### src/rtl/srp_pkg.sv
package srp_pkg;
  typedef struct packed {
    logic flow;  // 1: flow-through, 0: pipelined
    logic dual;  // 1: dual-cycle deselect, 0: single-cycle
  } srp_mode_t;
endpackage

### src/rtl/srp_mode_latch.sv
module srp_mode_latch
  import srp_pkg::*;
(
  input  logic      clk,
  input  logic      rst,
  input  logic      flow_in,
  input  logic      dual_in,
  output srp_mode_t mode
);
  always_ff @(posedge clk) begin
    if (rst) begin
      mode.flow <= flow_in;
      mode.dual <= dual_in;
    end
  end

  AST_MODE_HELD: assert property (@(posedge clk) disable iff (rst)
    !$past(rst) |-> $stable(mode));
endmodule

### src/rtl/srp_hold_reg.sv
module srp_hold_reg #(
  parameter int DW = 18
) (
  input  logic          clk,
  input  logic          rst,
  input  logic          rd_en,
  input  logic          desel,
  input  logic [DW-1:0] rd_data,
  output logic          drv_q,
  output logic [DW-1:0] data_q
);
  always_ff @(posedge clk) begin
    if (rst) begin
      drv_q  <= 1'b0;
      data_q <= '0;
    end else if (rd_en) begin
      drv_q  <= 1'b1;
      data_q <= rd_data;
    end else if (desel) begin
      drv_q  <= 1'b0;
    end
  end
endmodule

### src/rtl/srp_out_mux.sv
module srp_out_mux
  import srp_pkg::*;
#(
  parameter int DW = 18
) (
  input  srp_mode_t     mode,
  input  logic          oe,
  input  logic          rd_en,
  input  logic          desel,
  input  logic [DW-1:0] rd_data,
  input  logic          drv_q,
  input  logic [DW-1:0] data_q,
  output logic          bus_drive,
  output logic [DW-1:0] bus_data
);
  logic          desel_only;
  logic          kill_now;
  logic          live;
  logic [DW-1:0] word;

  always_comb begin
    desel_only = desel & ~rd_en;
    kill_now   = ~mode.dual & desel_only;
    if (mode.flow) begin
      live = rd_en | (drv_q & ~kill_now);
      word = rd_en ? rd_data : data_q;
    end else begin
      live = drv_q & ~kill_now;
      word = data_q;
    end
    bus_drive = oe & live;
    bus_data  = bus_drive ? word : '0;
  end

  always_comb begin
    AST_OE_GATE: assert (oe || (!bus_drive && bus_data == '0));
  end
endmodule

### src/rtl/srp_read_out.sv
module srp_read_out
  import srp_pkg::*;
#(
  parameter int DW = 18
) (
  input  logic          clk,
  input  logic          rst,
  input  logic          flow_sel,
  input  logic          dual_sel,
  input  logic          oe,
  input  logic          rd_en,
  input  logic [DW-1:0] rd_data,
  input  logic          desel,
  output logic          bus_drive,
  output logic [DW-1:0] bus_data
);
  srp_mode_t     mode;
  logic          drv_q;
  logic [DW-1:0] data_q;

  srp_mode_latch u_mode (
    .clk(clk), .rst(rst), .flow_in(flow_sel), .dual_in(dual_sel), .mode(mode)
  );

  srp_hold_reg #(.DW(DW)) u_hold (
    .clk(clk), .rst(rst), .rd_en(rd_en), .desel(desel), .rd_data(rd_data),
    .drv_q(drv_q), .data_q(data_q)
  );

  srp_out_mux #(.DW(DW)) u_mux (
    .mode(mode), .oe(oe), .rd_en(rd_en), .desel(desel), .rd_data(rd_data),
    .drv_q(drv_q), .data_q(data_q), .bus_drive(bus_drive), .bus_data(bus_data)
  );

  AST_PIPE_DATA: assert property (@(posedge clk) disable iff (rst)
    (!mode.flow && !$past(rst) && $past(rd_en) && oe &&
     !(!mode.dual && desel && !rd_en))
    |-> (bus_drive && bus_data == $past(rd_data)));

  AST_FLOW_DATA: assert property (@(posedge clk) disable iff (rst)
    (mode.flow && rd_en && oe) |-> (bus_drive && bus_data == rd_data));

  AST_SCD_OFF: assert property (@(posedge clk) disable iff (rst)
    (!mode.dual && desel && !rd_en) |-> !bus_drive);

  AST_DCD_OFF: assert property (@(posedge clk) disable iff (rst)
    (mode.dual && !$past(rst) && $past(desel && !rd_en) && !(mode.flow && rd_en))
    |-> !bus_drive);
endmodule

### config.mk
export PLATFORM = sky130hd
export DESIGN_NAME = srp_read_out
export DESIGN_NICKNAME = d
export VERILOG_FILES = /design/src/rtl/srp_pkg.sv /design/src/rtl/srp_mode_latch.sv /design/src/rtl/srp_hold_reg.sv /design/src/rtl/srp_out_mux.sv /design/src/rtl/srp_read_out.sv
export SDC_FILE = /design/constraint.sdc
export NUM_CORES = 1
export LEC_CHECK = 0
export BUFFER_PORTS_ARGS = -buffer_cell sky130_fd_sc_hd__buf_2
export CAP_MARGIN = 20
export CORE_MARGIN = 4
export CORE_UTILIZATION = 46
export DETAILED_ROUTE_END_ITERATION = 7
export PLACE_DENSITY = 0.82
export SYNTH_ARGS = -nofsm -noshare
export SYNTH_HDL_FRONTEND = slang
export SYNTH_SLANG_ARGS = --single-unit
### constraint.sdc
create_clock -name clk -period 1.7 [get_ports clk]
set_input_delay 0.34 -clock clk [delete_from_list [all_inputs] [get_ports clk]]
set_output_delay 0.34 -clock clk [all_outputs]
set_load 0.05 [all_outputs]
== Word level (Yosys, flattened, before mapping) ==
Index checks and enable logic that the tools add are counted.

* Input port bits: 25
* RAM bits: 0
* Bits in latches: 0
* Bits in read-only memories: 0
* Logic and storage cells: 19
* Memories: 0
* Bits in registers: 21
* Output and inout bits: 19

* Divide/modulo/power cells: 0
* Magnitude comparators: 0
* Reduce and logical (&&, ||, !) cells: 1
* Equality and inequality tests: 0
* Add/sub/neg operators: 0
* $mul: 0
* Bitwise logic cells: 8
* Shift operators: 0
* Multiplexer cells: 6

{| class="wikitable"
|+ Operators with widths
! operator !! count
|-
| 18-bit 2-to-1 mux || 3
|-
| 1-bit AND || 4
|-
| 1-bit 2-to-1 mux || 3
|-
| 1-bit NOT || 3
|-
| 2-bit nonzero test || 1
|-
| 1-bit bitwise OR || 1
|}

== Logic depth before layout (Yosys ltp) ==
* Depth after elaboration: 9
* Depth in mapped cells: 5
* Gate-level depth less buffers: 3

== By module ==
From an unflattened synthesis, not the netlist that was laid out.

* Cell total of the unflattened synthesis: 128
* Area total of the unflattened synthesis: 1059.8 sq um

{| class="wikitable"
|+ Modules (own cells, without submodules)
! module !! cells an instance !! times used !! area each (sq um) !! seq. area each (sq um)
|-
| srp_hold_reg || 62 || 1 || 684.4 || 380.4
|-
| srp_out_mux || 64 || 1 || 315.3 || 0.0
|-
| srp_mode_latch || 2 || 1 || 60.1 || 60.1
|}

== Worst setup path after synthesis ==
Ideal clock, no wire load.

* Kind: register -> output
* From: register, netlist name u_mode.mode[1]
* To: output port bus_data[10]
* Setup slack: -0.348 ns
* Cell stages (with the launch flop): 5
* Path buffers: 1
* Arrival: 1.708 ns
* Cells stage by stage: edfxtp_1 -> nand2_1 -> clkbuf_1 -> nand2_1 -> a21oi_1

* Cells in the longest elaborated chain, start to end: 3

{| class="wikitable"
|+ RTL lines
! item !! line !! RTL
|-
| 1-bit 2-to-1 mux || srp_out_mux.sv:24 || <nowiki>if (mode.flow) begin</nowiki>
|-
| 1-bit AND || srp_out_mux.sv:31 || <nowiki>bus_drive = oe & live;</nowiki>
|-
| 18-bit 2-to-1 mux * || srp_out_mux.sv:32 || <nowiki>bus_data = bus_drive ? word : '0;</nowiki>
|-
| end, declared || srp_read_out.sv:15 || <nowiki>output logic [DW-1:0] bus_data</nowiki>
|}

Every way passes the cells marked *; elsewhere a longest branch is shown, timed or not.

== Final worst setup path ==
* From: register, netlist name u_mode.mode[1]
* To: output port bus_data[5]

* Cells in the longest elaborated chain, start to end: 3

{| class="wikitable"
|+ RTL lines
! item !! line
|-
| 1-bit 2-to-1 mux || srp_out_mux.sv:24
|-
| 1-bit AND || srp_out_mux.sv:31
|-
| 18-bit 2-to-1 mux * || srp_out_mux.sv:32
|}

Marked as above.

==> impl_metrics.tcl <==
set metrics [dict create \
    worst_pin_slew_ns 0.394 \
    p_per_area_mw_per_mm2 681 \
    path_clk_slew_ns 0.13 \
    syn_area_per_cell_sq_um 8.02 \
    final-setup-viol-count 19 \
    cp_data_required_time_ns 1.36 \
    slew_viol_final 0 \
    yosys.cell_types.count 13 \
    grt_pass1_vias 1134 \
    synth_edf_count 2 \
    fp-row-count 16 \
    total_power_mw 1.16 \
    finalWorstSetupSlack_ns -0.204 \
    cts_htree_levels 1 \
    post-route-util 0.839 \
    syn_inst 127 \
    syn-num-nets 152 \
    crit_path_end_kind "output pin" \
    synth_ff_type "dfxtp_1" \
    synthTopCellsByArea "dfxtp_1 (37%), mux2i_1 (18%), nand2_1 (14%), a21oi_1 (9.3%), nor2_1 (7.0%)" \
    areaGrowthSynthToFinish_pct 66.6 \
    vias 1050 \
    maxSlewHeadroom 0.737 \
    fmax_mhz 525 \
    multiInputGateArea_sq_um 697 \
    viasPerCell 5.15 \
    grt_max_degree 22 \
    grt_usage 0.213 \
    io_buffers 43 \
    ys_ff_latch 21 \
    fp.coreArea_sq_mm 0.00202 \
    rsz0062_at_grt "true" \
    post-synth-top-count-cell "nand2_1" \
    fin_nets 203 \
    whs_ns 0.196 \
    syn-cell-area_sq_mm 0.00102 \
    drc 0 \
    post_drt_wl_per_cell_microns 14.5 \
    worstHoldPathType "primary input to flop" \
    violations "setup timing" \
    critPathKind "flop to output pin" \
    dp_hpwl_microns 1980 \
    critPathMaxFanout 8 \
    fin_crit_sh 1.12 \
    placed_area_sq_mm 0.00142 \
    yosys.area.top_type "dfxtp_1" \
    diodes 0 \
    synth_common_cells "nand2_1 (37), a21oi_1 (19), dfxtp_1 (19), nor2_1 (19), mux2i_1 (18)" \
    async_flop_share 0 \
    status "finished, violations left" \
    cts_root_buf "clkbuf_4" \
    ys_seq_area_frac 0.432 \
    finish.instance_area_sq_mm 0.00170 \
    cts_buffers 3 \
    drive_gt1_frac 0.475 \
    clockBufferDepth 2 \
    cts_tree "done" \
    regArea_sq_um 440 \
    yosysTopAreaCellShare 0.373 \
    routed_wl_microns 2970 \
    antenna_found_initial 0 \
    maxCapViolCount 0 \
    crit_arrival_ns 1.56 \
    min_period_ns 1.90 \
    clk_latency_ns 0.30 \
    antenna_left 0 \
    vdd_drop_max_mv 0.653 \
    dr.pass1.iters 4 \
    clock-sinks 21 \
    ys_warn_count 0 \
    hold_violations 0 \
    clock_skew_ns 0 \
    hold_buffers 0 \
    place_congestion 0.779 \
    die_h_microns 55.1 \
    gr-total-overflow 0 \
    fillerInstances 113 \
    start_util 0.504 \
    grt_pass1_wl_microns 4660 \
    cellLeakagePower_nw 0.726 \
    drtIter0Drc 10 \
    die_x_microns 55.1 \
    top_level_ports 44 \
    start_kind "flop" \
    die_area_sq_mm 0.00303 \
    pre_cts_slack_ns -0.0510 \
]
==> power by group <==
group	switching, mW	internal (mW)
registers	0.0158	0.531
clock network	0.158	0.0915
logic	0.208	0.151
==> layer usage <==
metal	vias up	track usage	part of all wire
met5	-	0	0
met4	0	0.0567	0.0064
met3	4	0.0402	0.047
met2	28	0.411	0.53
met1	500	0.233	0.41
li1	518	-	-
==> path summary, 6_finish.rpt <==
check | depth (start not counted) | slack (ns) | endpoint | startpoint
max reg2reg | 2 | 1.00 | u_hold.data_q[0] | u_hold.data_q[0]
min reg2reg | 2 | 0.52 | u_hold.data_q[6] | u_hold.data_q[6]
max | 6 | -0.20 | bus_data[5] | u_mode.mode[1]
min | 1 | 0.20 | u_mode.mode[0] | dual_sel
==> sequential cells by signal (all words and copies together) (netlist names) <==
register	count
u_hold.data_q	18
u_hold.drv_q	1
u_mode.mode	2
==> critical path, stage by stage, from the launching register on <==
cell and delay [ns]:
edfxtp_1 0.37, and2_4 0.16, o221ai_4 0.11, buf_12 0.15, buf_12 0.14, a21oi_2 0.14, buf_6 0.18
==> through the flow <==
| step | TNS [ns] | cells |
|---|---|---|
| after global placement | -0.0894 | 197 |
| after detailed placement | -0.566 | 197 |
| after CTS | -3.20 | 205 |
| after global routing | -4.18 | 204 |
| final | -3.03 | 204 |
| after floorplan | -1.83 | 127 |
==> cell families after synthesis <==
family,count (synthesis),share of synthesized area
flip-flops,21,0.432
AO/OA/AOI/OAI,20,0.119
multiplexers,18,0.177
buffers and inverters,10,0.0528
AND/OR/NAND/NOR,58,0.219
==> cells in the final DEF, fill, tap and decap left out <==
master,netlist,final
o221ai_4,1,1
a21oi_1,19,1
a21oi_4,0,11
inv_1,2,1
nor2_1,19,19
and2_4,0,1
clkbuf_4,0,3
buf_6,0,19
a21oi_2,0,7
nand2_1,37,32
inv_4,0,1
dfxtp_1,19,19
buf_8,0,3
clkbuf_1,3,1
buf_2,1,24
buf_4,4,4
mux2i_1,18,18
edfxtp_1,2,2
nand2_2,0,5
buf_12,0,4
nand2b_4,0,1
==> area by class of cell <==
cell class                 instances  area share
multi-input combinational         96       0.411
timing repair buffer              54       0.288
sequential                        21       0.260
tap                               27      0.0199
clock buffer                       4      0.0155
inverter                           2     0.00590
==> what timing repair did <==
action	4_1_cts	5_1_grt
endpoints found under the setup margin	19	19
gates resized for setup	53	12
endpoints found under the hold margin	0	0
pin swaps	2	1
cloned	1	0
buffers inserted	3	0
(Power assumes the default switching activity.)
